`src/rtl/wdt_pkg.sv`:
```
package wdt_pkg;

  typedef struct packed {
    logic       srcXtal;
    logic       stopRun;
    logic       haltRun;
    logic [1:0] tap;
  } wdtModeT;

  localparam wdtModeT MODE_DEFAULT = '{srcXtal: 1'b0, stopRun: 1'b1, haltRun: 1'b1, tap: 2'b01};

  typedef struct packed {
    logic clr;
    logic inc;
  } wdtStrobeT;

  function automatic int tapLimit(input logic xtal, input logic [1:0] tap, input int tpm);
    int lim;
    if (xtal) begin
      case (tap)
        2'd0: lim = 256;
        2'd1: lim = 512;
        2'd2: lim = 1024;
        default: lim = 4096;
      endcase
    end else begin
      case (tap)
        2'd0: lim = 5 * tpm;
        2'd1: lim = 15 * tpm;
        2'd2: lim = 25 * tpm;
        default: lim = 100 * tpm;
      endcase
    end
    return lim;
  endfunction

endpackage

```
`src/rtl/wdt_datapath.sv`:
```
module wdt_datapath
  import wdt_pkg::*;
#(
  parameter int CNT_W = 13
) (
  input  logic             clk,
  input  logic             porN,
  input  wdtStrobeT        strobe,
  input  logic [CNT_W-1:0] limit,
  output logic [CNT_W-1:0] count,
  output logic             hit
);

  logic atLast;

  assign atLast = (count == limit - CNT_W'(1));
  assign hit    = strobe.inc && !strobe.clr && atLast;

  always_ff @(posedge clk or negedge porN) begin
    if (!porN) begin
      count <= '0;
    end else if (strobe.clr) begin
      count <= '0;
    end else if (strobe.inc) begin
      count <= atLast ? '0 : count + CNT_W'(1);
    end
  end

endmodule

```
`src/rtl/wdt_ctrl.sv`:
```
module wdt_ctrl
  import wdt_pkg::*;
#(
  parameter int TICKS_PER_MS = 4,
  parameter int POR_MS       = 5,
  parameter int STRETCH_LEN  = 18,
  parameter int FILTER_LEN   = 4,
  parameter int CNT_W        = 13
) (
  input  logic             clk,
  input  logic             porN,
  input  logic             rcTick,
  input  logic             xtalTick,
  input  logic             wdtClear,
  input  logic             modeWe,
  input  logic [4:0]       modeWdata,
  input  logic             extResetN,
  input  logic             haltMode,
  input  logic             stopMode,
  input  logic             hit,
  output wdtStrobeT        strobe,
  output logic [CNT_W-1:0] limit,
  output wdtModeT          modeQ,
  output logic             rstOut
);

  localparam int SW = $clog2(STRETCH_LEN + 1);
  localparam int FW = $clog2(FILTER_LEN + 1);

  logic          porPhase;
  logic [SW-1:0] stretchCnt;
  logic [FW-1:0] fltCnt;
  logic          pinFilt;
  logic          rstActive;
  logic          freeze;
  logic          tick;

  assign rstActive = porPhase || (stretchCnt != '0);
  assign rstOut    = rstActive;

  // Mode register: default while any reset is active.
  always_ff @(posedge clk or negedge porN) begin
    if (!porN)          modeQ <= MODE_DEFAULT;
    else if (rstActive) modeQ <= MODE_DEFAULT;
    else if (modeWe)    modeQ <= wdtModeT'(modeWdata);
  end

  // Pin filter: a new level must be seen on FILTER_LEN consecutive samples.
  always_ff @(posedge clk or negedge porN) begin
    if (!porN) begin
      pinFilt <= 1'b1;
      fltCnt  <= '0;
    end else if (extResetN == pinFilt) begin
      fltCnt <= '0;
    end else if (fltCnt == FW'(FILTER_LEN - 1)) begin
      pinFilt <= extResetN;
      fltCnt  <= '0;
    end else begin
      fltCnt <= fltCnt + FW'(1);
    end
  end

  // Power-up phase and reset stretch.
  always_ff @(posedge clk or negedge porN) begin
    if (!porN) begin
      porPhase   <= 1'b1;
      stretchCnt <= '0;
    end else begin
      if (porPhase && hit) porPhase <= 1'b0;
      if (hit || !pinFilt)          stretchCnt <= SW'(STRETCH_LEN);
      else if (stretchCnt != '0)    stretchCnt <= stretchCnt - SW'(1);
    end
  end

  assign tick   = modeQ.srcXtal ? xtalTick : rcTick;
  assign freeze = (haltMode && !modeQ.haltRun) ||
                  (stopMode && (!modeQ.stopRun || modeQ.srcXtal));

  always_comb begin
    if (porPhase) begin
      strobe.clr = 1'b0;
      strobe.inc = rcTick;
      limit      = CNT_W'(POR_MS * TICKS_PER_MS);
    end else begin
      strobe.clr = rstActive || wdtClear || modeWe;
      strobe.inc = !rstActive && !freeze && tick;
      limit      = CNT_W'(tapLimit(modeQ.srcXtal, modeQ.tap, TICKS_PER_MS));
    end
  end

endmodule

```
`src/rtl/wdt_reset_gen.sv`:
```
module wdt_reset_gen
  import wdt_pkg::*;
#(
  parameter int TICKS_PER_MS = 4,
  parameter int POR_MS       = 5,
  parameter int STRETCH_LEN  = 18,
  parameter int FILTER_LEN   = 4
) (
  input  logic       clk,
  input  logic       porN,
  input  logic       rcTick,
  input  logic       xtalTick,
  input  logic       wdtClear,
  input  logic       modeWe,
  input  logic [4:0] modeWdata,
  input  logic       extResetN,
  input  logic       haltMode,
  input  logic       stopMode,
  output logic       rstOut
);

  localparam int RC_MAX   = 100 * TICKS_PER_MS;
  localparam int MAX_LIM0 = (RC_MAX > 4096) ? RC_MAX : 4096;
  localparam int MAX_LIM  = (POR_MS * TICKS_PER_MS > MAX_LIM0) ? POR_MS * TICKS_PER_MS : MAX_LIM0;
  localparam int CNT_W    = $clog2(MAX_LIM + 1);

  wdtStrobeT        strobe;
  logic [CNT_W-1:0] limit;
  logic [CNT_W-1:0] count;
  logic             hit;
  wdtModeT          modeQ;

  wdt_ctrl #(
    .TICKS_PER_MS(TICKS_PER_MS), .POR_MS(POR_MS), .STRETCH_LEN(STRETCH_LEN),
    .FILTER_LEN(FILTER_LEN), .CNT_W(CNT_W)
  ) u_ctrl (
    .clk(clk), .porN(porN), .rcTick(rcTick), .xtalTick(xtalTick),
    .wdtClear(wdtClear), .modeWe(modeWe), .modeWdata(modeWdata),
    .extResetN(extResetN), .haltMode(haltMode), .stopMode(stopMode),
    .hit(hit), .strobe(strobe), .limit(limit), .modeQ(modeQ), .rstOut(rstOut)
  );

  wdt_datapath #(.CNT_W(CNT_W)) u_dp (
    .clk(clk), .porN(porN), .strobe(strobe), .limit(limit),
    .count(count), .hit(hit)
  );

endmodule

```
`config.mk`:
```
export PLATFORM = sky130hd
export DESIGN_NAME = wdt_reset_gen
export DESIGN_NICKNAME = d
export VERILOG_FILES = /design/src/rtl/wdt_pkg.sv /design/src/rtl/wdt_datapath.sv /design/src/rtl/wdt_ctrl.sv /design/src/rtl/wdt_reset_gen.sv
export SDC_FILE = /design/constraint.sdc
export NUM_CORES = 1
export LEC_CHECK = 0
export BUFFER_PORTS_ARGS = -buffer_cell sky130_fd_sc_hd__buf_2
export CAP_MARGIN = 20
export CORE_MARGIN = 4
export CORE_UTILIZATION = 49
export DETAILED_ROUTE_END_ITERATION = 10
export GPL_ROUTABILITY_DRIVEN = 0
export GPL_TIMING_DRIVEN = 0
export PLACE_DENSITY_LB_ADDON = 0.1
export REMOVE_ABC_BUFFERS = 1
export SETUP_SLACK_MARGIN = 0.2
export SYNTH_ARGS = -nofsm -noshare
export SYNTH_HDL_FRONTEND = slang
export SYNTH_HIERARCHICAL = 1
export SYNTH_SLANG_ARGS = --single-unit
```
`constraint.sdc`:
```
create_clock -name clk -period 3.6 [get_ports clk]
set_input_delay 0.72 -clock clk [delete_from_list [all_inputs] [get_ports clk]]
set_output_delay 0.72 -clock clk [all_outputs]
set_load 0.005 [all_outputs]
```
==> out/qor.txt, run 1 <==
H-tree Lvls = 1
Vias in the first global route = 1622
IO Port Bufs = 14
VDD IR-drop max = 0.301 mV
Number of cells on the worst reg-to-reg path = 11
R2R Path Start = u_ctrl/modeQ[0]
CP most frequent cell = nor3_1
Critical Path AT = 3.34 ns
Clock transition at the registers of the reported paths = 0.09 ns
Vias post-DR = 1637
Netlist cell types = 47
Worst Path Class, Setup = reg -> reg
Dpl ws = 0.0495 ns
Crit path capture type = flop
Final core utilization = 0.551
# DRC = 0
Worst reg-to-reg setup slack = 0.39 ns
First-pass DRT Iterations = 4
End of the critical path = u_ctrl/stretchCnt[3]
Max Clock Skew = 0.00369 ns
M1 GR Usage = 0.217
Antenna violations before repair = 0
Initial Util = 0.512
Grt met3 use = 0.0179
Die area = 5340 um2
Fin nets = 259
Critical-path cell list = inv_1 -> ha_1 -> and2_1 -> or3_1 -> nor4_2 -> xnor2_1 -> nand3_1 -> nor3_1 -> nor3b_2 -> nand2b_2 -> nor3_1
Largest net degree at the start of global routing = 29
Relative slew slack = 0.527
Met2 GRT Util = 0.299
Synth Register Bits = 28
Worst-path fanout max = 9
Initial DRC Count = 56
Lkg Pwr = 0.879 nW
CP required = 3.72 ns
Final antenna-violating net count = 0
Crit path launch = u_ctrl/modeQ[0]
Cell count after synthesis = 225
Syn-to-layout area delta = 7.78%
Clock Tree Root = clkbuf_8
DIE WIDTH = 73.1 um
Worst Setup Slack, final = 0.388 ns
Cell Pwr Density = 331 nW/um2
Bufs on Longest Clock Path = 2
Synth top area share = 0.277
Routed len/inst = 14.6 um
Overall power = 0.000741 W
Share of post-route cells with drive strength above 1 = 0.183
Ant diodes = 0
RSZ-0062 raised after global routing = yes
Gr ovfl total = 0
WL final = 4.17 mm
First-pass GRT wire length = 7.28 mm
Synth area leader = dfrtp_1
Worst path max stage delay = 0.56 ns
Startpoint types = flop
Least-Margin Pin Slew = 0.699 ns
Finished Layout Cells = 285
Total clock buffers created by CTS = 3
Placed insts = 280
Crit path time final = 3.21 ns
TritonCTS clock tree = done
Final hold vios = 0
Critical-path top delay cell = dfstp_2
Synth Area per Inst = 9.23 um2
IO Pins = 15
Status = completed
Max cap viols = 0
Synthesized area = 2080 um2
Register area share after synthesis = 0.341
Max-slew violation count = 0
Die Y = 73.1 um
CORE AREA = 4060 um2
Tcrit/Tclk final = 0.892
Final setup vio count = 0
GR Util All Layers = 0.171
# rows = 23
GR peak layer = met2
Worst reg2reg endpoint = u_ctrl/stretchCnt[3]
Clock latency on the worst-skew pair = 0.27 ns
Via density = 5.74
F_max = 311 MHz
CTS sink count = 28
Area contributors post-synth = dfrtp_1 (28%), dfstp_2 (6.3%), xnor2_1 (6.3%)
Synthesis warning total = 6
Worst hold path class = in -> async
Detail Placement HPWL = 3.29 mm
[sequential cells by signal (all words and copies together), names as in the netlist]
name,flops
u_ctrl/fltCnt,3
u_dp/count,13
u_ctrl/pinFilt,1
u_ctrl/stretchCnt,5
u_ctrl/modeQ,5
u_ctrl/porPhase,1
[synth_stat cells, drive strengths merged]
library cell,instances
nor3,18
o311ai,3
and3,2
nor2,18
clkbuf,6
nand3b,3
o31ai,2
or4b,1
or2b,1
inv,9
a21o,4
dfstp,5
nor4b,1
mux2i,6
xnor2,15
o211ai,2
a2111oi,2
nand3,9
a31oi,1
buf,7
xor2,11
nand2,12
nand4b,1
ha,9
or4,2
a211o,2
nand4,4
and2,3
nor3b,3
dfrtp,23
nor4,5
a21oi,5
nor2b,5
or3b,1
conb,1
and3b,3
o21ai,5
nand2b,7
or3,4
o21bai,3
mux2,1
[worst min-delay path by stage]
stage,end,cells after the start
2_1_floorplan,u_ctrl/fltCnt[0],0
3_3_place_gp,u_ctrl/fltCnt[0],1
3_5_place_dp,u_ctrl/fltCnt[0],1
4_1_cts,u_ctrl/fltCnt[0],1
5_1_grt,u_ctrl/fltCnt[0],1
6_report,u_ctrl/stretchCnt[2],1
[cell usage in the layout, fill, tap and decap left out, types with 4 or more instances in the layout]
cell type | netlist | layout
nor2_1 | 18 | 18
or3_1 | 4 | 4
dfrtp_1 | 23 | 23
nand4_1 | 4 | 4
nand3_1 | 9 | 9
a21oi_1 | 5 | 5
ha_1 | 9 | 9
nor3_2 | 10 | 10
nor3_1 | 8 | 8
nor2b_1 | 5 | 5
nand2_1 | 12 | 12
o21ai_0 | 4 | 4
nand2b_1 | 7 | 6
mux2i_1 | 6 | 6
xnor2_1 | 15 | 15
xor2_1 | 11 | 11
buf_2 | 2 | 14
a21o_1 | 4 | 4
inv_1 | 9 | 9
dfstp_2 | 5 | 5
[routing by layer]
| layer | part of all wire | vias to the layer above |
|---|---|---|
| met4 | 0.014 | 0 |
| met2 | 0.53 | 10 |
| met5 | 0 | - |
| met1 | 0.45 | 810 |
| met3 | 0.0089 | 6 |
| li1 | - | 811 |
[stage by stage]
| stage | setup TNS, ns | hold WS (ns) | cell area (um2) |
|---|---|---|---|
| floorplan | 0 | 0.419 | 2010 |
| global placement | -1.27 | 0.432 | 2140 |
| detailed placement | 0 | 0.445 | 2160 |
| CTS | 0 | 0.461 | 2210 |
| global route | 0 | 0.485 | 2240 |
| finish | 0 | 0.454 | 2240 |
[worst max-delay path: cells and delay by family (launching register included)]
kind,cells,cell delay [ns]
xor gates and xnor gates,1,0.18
adders and majority gates,1,0.30
DFF,1,0.56
and+or+nand+nor,8,1.93
buffers and inverters,1,0.09
[power by group]
part / internal (W) / switching [W] / leakage [nW]
registers: 0.000360 / 0.0000330 / 0.361
logic: 0.0000855 / 0.0000951 / 0.495
clock network: 0.0000791 / 0.0000889 / 0.0228
total: 0.000524 / 0.000217 / 0.879
[area by class of cell]
cell class / instances / area, um2
multi-input cells: 177 / 1290
clock buffers: 4 / 45.0
inverters: 9 / 33.8
well taps: 50 / 62.6
flip-flops and latches: 28 / 707
fillers: 372 / 1820
repair buffers: 17 / 100
[timing repair]
action                                  CTS  global route
setup buffers                             0             1
endpoints found under the setup margin    6            11
pin swaps                                 0             1
cloned                                    0             0
resized for setup                         1             4
hold buffers                              0             0
[kinds of logic (layout without fill, tap and decap cells)]
logic type,count (synthesis),in the layout,synth area share
AND/OR/NAND/NOR,103,103,0.303
AO/OA/AOI/OAI,29,29,0.103
flip-flops,28,28,0.341
XOR/XNOR,26,26,0.110
buffers and inverters,22,30,0.0536
adder cells (fa/ha/maj),9,9,0.0543
multiplexers,7,7,0.0344
other,1,3,0.00181
Power figures use the tool's default switching activity.
==> run 2, diff against run 1 <==
--- a/config.mk
+++ b/config.mk
@@ -8,13 +8,13 @@
 export BUFFER_PORTS_ARGS = -buffer_cell sky130_fd_sc_hd__buf_2
 export CAP_MARGIN = 20
 export CORE_MARGIN = 4
-export CORE_UTILIZATION = 49
+export CORE_UTILIZATION = 60
 export DETAILED_ROUTE_END_ITERATION = 10
 export GPL_ROUTABILITY_DRIVEN = 0
-export GPL_TIMING_DRIVEN = 0
 export PLACE_DENSITY_LB_ADDON = 0.1
 export REMOVE_ABC_BUFFERS = 1
 export SETUP_SLACK_MARGIN = 0.2
+export SKIP_CTS_REPAIR_TIMING = 1
 export SYNTH_ARGS = -nofsm -noshare
 export SYNTH_HDL_FRONTEND = slang
 export SYNTH_HIERARCHICAL = 1
==> run 2 against run 1 <==
First-iteration DRC count up 30%. Cell count decreased by 1.1%. Via count decreased by 0.98%. Critical path depth increased by 1. Sequential cell count unchanged. Combinational power about the same. Power decreased by 4.5%. Clock skew down 0.0025 ns. Non-clock buffer count grew 1. Sequential share of layout area rose by 0.58 points. Fmax up 1.6%. Clock-buffer cell count unchanged.
==> out/qor.txt, run 2 (synthesis gave the netlist of run 1 again) <==
Worst hold path class = in -> async (unchanged)
Final antenna-violating net count = 0 (unchanged)
# DRC = 0 (unchanged)
Filler cells = 305 (was 372)
Die Y = 66.8 um (was 73.1 um)
Placed insts = 278 (was 280)
Largest register FFs = 13 (unchanged)
Routed len/inst = 14.7 um (was 14.6 um)
Antenna violations before repair = 0 (unchanged)
Total clock buffers created by CTS = 3 (unchanged)
CP required = 3.80 ns (was 3.72 ns)
Critical Path AT = 3.36 ns (was 3.34 ns)
Max Used Layer = met4 (unchanged)
Clock Tree Root = clkbuf_4 (was clkbuf_8)
RSZ-0062 raised after global routing = no (was yes)
Share of post-route cells with drive strength above 1 = 0.178 (was 0.183)
Cell Pwr Density = 322 nW/um2 (was 331 nW/um2)
Largest regs = u_dp/count: 13 flops, u_ctrl/modeQ: 5 flops, u_ctrl/stretchCnt: 5 flops (unchanged)
Vias in the first global route = 1582 (was 1622)
Reg with most FFs = u_dp/count (unchanged)
Finished Layout Cells = 282 (was 285)
Gr ovfl total = 0 (unchanged)
GR Util All Layers = 0.212 (was 0.171)
Wire length on met1 = 1.98 mm (was 1.88 mm)
Placed Area = 2160 um2 (about the same)
Fin area = 2200 um2 (was 2240 um2)
H-tree Lvls = 1 (unchanged)
First-pass GRT wire length = 7.16 mm (was 7.28 mm)
Clock latency on the worst-skew pair = 0.32 ns (was 0.27 ns)
Relative slew slack = 0.520 (was 0.527)
DIE WIDTH = 66.8 um (was 73.1 um)
Via density = 5.75 (was 5.74)
Final hold vios = 0 (unchanged)
Ant diodes = 0 (unchanged)
Crit path capture type = flop (unchanged)
Syn-to-layout area delta = 5.85% (was 7.78%)
Most frequent cells in the layout = dfrtp_1 (23), nor2_1 (18), xnor2_1 (15) (unchanged)
Critical-path top delay cell = dfstp_2 (unchanged)
CORE AREA = 3340 um2 (was 4060 um2)
Final setup vio count = 0 (unchanged)
Max-slew violation count = 0 (unchanged)
Critical-path cell list = inv_1 -> ha_1 -> mux2i_1 -> nor2_1 -> or4_1 -> nor4_1 -> xnor2_1 -> nand3_1 -> nor3_1 -> nor3b_1 -> nand2b_2 -> nor3_1 (was inv_1 -> ha_1 -> and2_1 -> or3_1 -> nor4_2 -> xnor2_1 -> nand3_1 -> nor3_1 -> nor3b_2 -> nand2b_2 -> nor3_1)
Initial Util = 0.622 (was 0.512)
# rows = 21 (was 23)
Largest delay contributor family on the critical path = simple AND/OR/NAND/NOR gates (unchanged)
CTS sink count = 28 (unchanged)
IO Pins = 15 (unchanged)
Die area = 4460 um2 (was 5340 um2)
F_max = 316 MHz (was 311 MHz)
Bufs on Longest Clock Path = 2 (unchanged)
Startpoint types = flop (unchanged)
Largest net degree at the start of global routing = 29 (unchanged)
Met2 wire length = 2.06 mm (was 2.19 mm)
Worst path max stage delay = 0.57 ns (was 0.56 ns)
VDD IR-drop max = 0.312 mV (was 0.301 mV)
Status = completed (unchanged)
Initial DRC Count = 73 (was 56)
CP most frequent cell = nor3_1 (unchanged)
Max cap viols = 0 (unchanged)
Least-Margin Pin Slew = 0.710 ns (was 0.699 ns)
Worst-path fanout max = 5 (was 9)
Setup TNS = 0 ns (unchanged)
Lkg Pwr = 0.870 nW (was 0.879 nW)
Clock transition at the registers of the reported paths = 0.14 ns (was 0.09 ns)
Max Clock Skew = 0.00121 ns (was 0.00369 ns)
Detail Placement HPWL = 3.24 mm (was 3.29 mm)
Fin nets = 260 (was 259)
IO Port Bufs = 14 (unchanged)
First-pass DRT Iterations = 4 (unchanged)
Most common cell after layout, fill and taps aside = dfrtp_1 (unchanged)
Crit path time final = 3.16 ns (was 3.21 ns)
Worst Path Class, Setup = reg -> reg (unchanged)
Met3 routed WL = 72 um (was 37 um)
Number of buffer and inverter stages on the critical path = 1 (unchanged)
Tcrit/Tclk final = 0.878 (was 0.892)
TritonCTS clock tree = done (unchanged)
WL final = 4.16 mm (was 4.17 mm)
Vias post-DR = 1621 (was 1637)
run 2: cell count changes in the layout (fill, tap and decap cells not counted), sizes merged:
cell	delta
buf	+1
run 2: worst paths after layout:
check / slack, ns / to / cells past startpoint / start
max in group asynchronous: 2.83 / u_ctrl/stretchCnt[0] / 1 / porN
worst max register to register: 0.44 / u_ctrl/stretchCnt[3] / 12 / u_ctrl/modeQ[0]
worst max-delay path: 0.44 / u_ctrl/stretchCnt[3] / 12 / u_ctrl/modeQ[0]
worst min-delay path: 0.38 / u_dp/count[3] / 1 / porN
worst min register to register: 0.47 / u_ctrl/fltCnt[0] / 1 / u_ctrl/fltCnt[0]
min in group clk: 0.47 / u_ctrl/fltCnt[0] / 1 / u_ctrl/fltCnt[0]
run 2: per-layer routing:
metal / up-vias / GRT usage
met1: 788 / 0.277
met4: 0 / 0.0609
li1: 812 / -
met5: - / 0
met3: 5 / 0.0253
met2: 16 / 0.365
run 2: per-stage QoR:
stage | hold WS (ns) | setup WS [ns] | utilization | total power (W)
2_1_floorplan | 0.419 | 0.236 | - | 0.000525
3_3_place_gp | 0.430 | 0.506 | 0.648 | 0.000561
3_5_place_dp | 0.449 | 0.365 | 0.648 | 0.000576
4_1_cts | 0.396 | 0.338 | 0.656 | 0.000710
5_1_grt | 0.409 | 0.238 | 0.658 | 0.000765
6_report | 0.380 | 0.439 | 0.658 | 0.000708
run 2: power by group:
part           internal, W  switching [W]
Clock            0.0000434      0.0000894
Combinational    0.0000847      0.0000950
Sequential        0.000359      0.0000357
Total             0.000488       0.000220
run 2: final cells by class:
type	instances	area, um2	area share
clock buffer	4	26.3	0.0120
sequential	28	707	0.322
multi-input combinational	177	1270	0.579
tap	46	57.6	0.0262
timing repair buffer	18	100	0.0456
inverter	9	33.8	0.0154
==> run 3, diff against run 2 <==
--- a/config.mk
+++ b/config.mk
@@ -7,12 +7,13 @@
 export LEC_CHECK = 0
 export BUFFER_PORTS_ARGS = -buffer_cell sky130_fd_sc_hd__buf_2
 export CAP_MARGIN = 20
+export CELL_PAD_IN_SITES_DETAIL_PLACEMENT = 0
+export CELL_PAD_IN_SITES_GLOBAL_PLACEMENT = 1
 export CORE_MARGIN = 4
-export CORE_UTILIZATION = 60
+export CORE_UTILIZATION = 47
 export DETAILED_ROUTE_END_ITERATION = 10
 export GPL_ROUTABILITY_DRIVEN = 0
 export PLACE_DENSITY_LB_ADDON = 0.1
-export REMOVE_ABC_BUFFERS = 1
 export SETUP_SLACK_MARGIN = 0.2
 export SKIP_CTS_REPAIR_TIMING = 1
 export SYNTH_ARGS = -nofsm -noshare
==> run 3 against run 2 <==
Final area rose by 2.0%. Wire length is 3.5% higher. Clock power increased by 88%. Core utilization fell by 12 points. Clock-buffer cell count decreased by 1. Die area grew 24%. Highest routed layer unchanged. Fmax rose by 0.19%.
==> out/qor.txt, run 3 (synthesis gave the netlist of run 1 again) <==
Max Clock Skew = 0.00413 ns (was 0.00121 ns)
Max cap viols = 0 (unchanged)
Via density = 5.62 (was 5.75)
First-pass GRT wire length = 7.31 mm (was 7.16 mm)
Most frequent cells in the layout = dfrtp_1 (23), nor2_1 (18), xnor2_1 (15) (unchanged)
Detail Placement HPWL = 3.30 mm (was 3.24 mm)
Crit path time final = 3.15 ns (was 3.16 ns)
Worst Path Class, Setup = reg -> reg (unchanged)
Share of post-route cells with drive strength above 1 = 0.179 (was 0.178)
Fin nets = 259 (was 260)
Routed len/inst = 15.1 um (was 14.7 um)
Most common cell after layout, fill and taps aside = dfrtp_1 (unchanged)
Hold slack final = 0.449 ns (was 0.380 ns)
Tcrit/Tclk final = 0.876 (was 0.878)
Lkg Pwr = 0.883 nW (was 0.870 nW)
Initial Util = 0.501 (was 0.622)
Critical Path AT = 3.30 ns (was 3.36 ns)
CORE AREA = 4140 um2 (was 3340 um2)
Largest net degree at the start of global routing = 29 (unchanged)
Setup TNS = 0 ns (unchanged)
Cell Pwr Density = 367 nW/um2 (was 322 nW/um2)
Final antenna-violating net count = 0 (unchanged)
Startpoint types = flop (unchanged)
H-tree Lvls = 1 (unchanged)
Antenna violations before repair = 0 (unchanged)
Gr ovfl total = 0 (unchanged)
TritonCTS clock tree = done (unchanged)
Clock transition at the registers of the reported paths = 0.10 ns (was 0.14 ns)
IO Port Bufs = 14 (unchanged)
WL final = 4.31 mm (was 4.16 mm)
Crit path capture type = flop (unchanged)
Clock latency on the worst-skew pair = 0.28 ns (was 0.32 ns)
Die area = 5540 um2 (was 4460 um2)
Vias in the first global route = 1615 (was 1582)
Clock Tree Root = clkbuf_8 (was clkbuf_4)
Worst-path fanout max = 9 (was 5)
Status = completed (unchanged)
Worst Setup Slack, final = 0.445 ns (was 0.439 ns)
# DRC = 0 (unchanged)
F_max = 317 MHz (was 316 MHz)
Total clock buffers created by CTS = 3 (unchanged)
Largest regs = u_dp/count: 13 flops, u_ctrl/modeQ: 5 flops, u_ctrl/stretchCnt: 5 flops (unchanged)
Final core utilization = 0.541 (was 0.658)
Die Y = 74.5 um (was 66.8 um)
Ant diodes = 0 (unchanged)
GR Util All Layers = 0.170 (was 0.212)
CP required = 3.74 ns (was 3.80 ns)
First-pass DRT Iterations = 4 (unchanged)
Vias post-DR = 1602 (was 1621)
Largest register FFs = 13 (unchanged)
Overall power = 0.000822 W (was 0.000708 W)
Reg with most FFs = u_dp/count (unchanged)
Least-Margin Pin Slew = 0.680 ns (was 0.710 ns)
Syn-to-layout area delta = 7.96% (was 5.85%)
Final setup vio count = 0 (unchanged)
Initial DRC Count = 86 (was 73)
Final hold vios = 0 (unchanged)
IO Pins = 15 (unchanged)
CTS sink count = 28 (unchanged)
Filler cells = 386 (was 305)
Relative slew slack = 0.540 (was 0.520)
RSZ-0062 raised after global routing = no (unchanged)
DIE WIDTH = 74.5 um (was 66.8 um)
Dpl ws = 0.368 ns (was 0.365 ns)
Max-slew violation count = 0 (unchanged)
VDD IR-drop max = 0.359 mV (was 0.312 mV)
Bufs on Longest Clock Path = 2 (unchanged)
# rows = 23 (was 21)
Worst hold path class = in -> async (unchanged)
==> run 3: cell types whose count changed in the layout (fill, tap and decap cells not counted) <==
cell	change
buf_4	-1
bufinv_16	+1
clkbuf_4	-3
clkbuf_1	-1
clkbuf_8	+3
or3_1	+1
nor4_2	+1
or3_4	-1
nor4_1	-1
==> run 3: layout make-up <==
cell class	instances	area, um2	share of cell area
Multi-Input combinational cell	177	1270	0.568
Timing Repair Buffer	17	92.6	0.0413
Sequential cell	28	707	0.315
Clock buffer	3	41.3	0.0184
Tap cell	50	62.6	0.0279
Clock inverter	1	30.0	0.0134
Inverter	9	33.8	0.0151
==> run 3: worst max-delay path: stages, from the launching register on <==
cell and delay, ns:
dfstp_2 0.57, inv_1 0.09, ha_1 0.29, and2_1 0.18, or3_1 0.51, nor4_2 0.34, xnor2_1 0.18, nand3_1 0.14
nor3_1 0.19, nor3b_1 0.25, nand2b_2 0.22, nor3_1 0.06
==> run 3: final timing paths <==
kind | from | cells after the start | slack, ns | to
max | u_ctrl/modeQ[0] | 11 | 0.45 | u_ctrl/stretchCnt[3]
max in group asynchronous | porN | 1 | 2.74 | u_dp/count[4]
min in group clk | u_ctrl/fltCnt[0] | 1 | 0.46 | u_ctrl/fltCnt[0]
max reg2reg | u_ctrl/modeQ[0] | 11 | 0.45 | u_ctrl/stretchCnt[3]
min | porN | 1 | 0.45 | u_ctrl/stretchCnt[0]
min reg2reg | u_ctrl/fltCnt[0] | 1 | 0.46 | u_ctrl/fltCnt[0]
==> run 3: power by group <==
part / internal, W / total, W / leakage, nW / switching (W)
registers: 0.000360 / 0.000395 / 0.361 / 0.0000355
logic: 0.0000847 / 0.000177 / 0.486 / 0.0000928
clock network: 0.000149 / 0.000250 / 0.0357 / 0.000101
==> run 3: metrics by stage <==
step | instance area, um2 | std cells
finish | 2240 | 285
global route | 2240 | 285
CTS | 2230 | 285
detailed placement | 2160 | 281
global placement | 2160 | 281
floorplan | 2080 | 227
==> run 3: routing by layer <==
layer  routed length, um  GRT usage  vias to the layer above
met5                   0          0                        -
met4                  65     0.0474                        0
met3                 117     0.0243                        6
met2                2190      0.300                       23
met1                1930      0.216                      771
li1                    -          -                      802
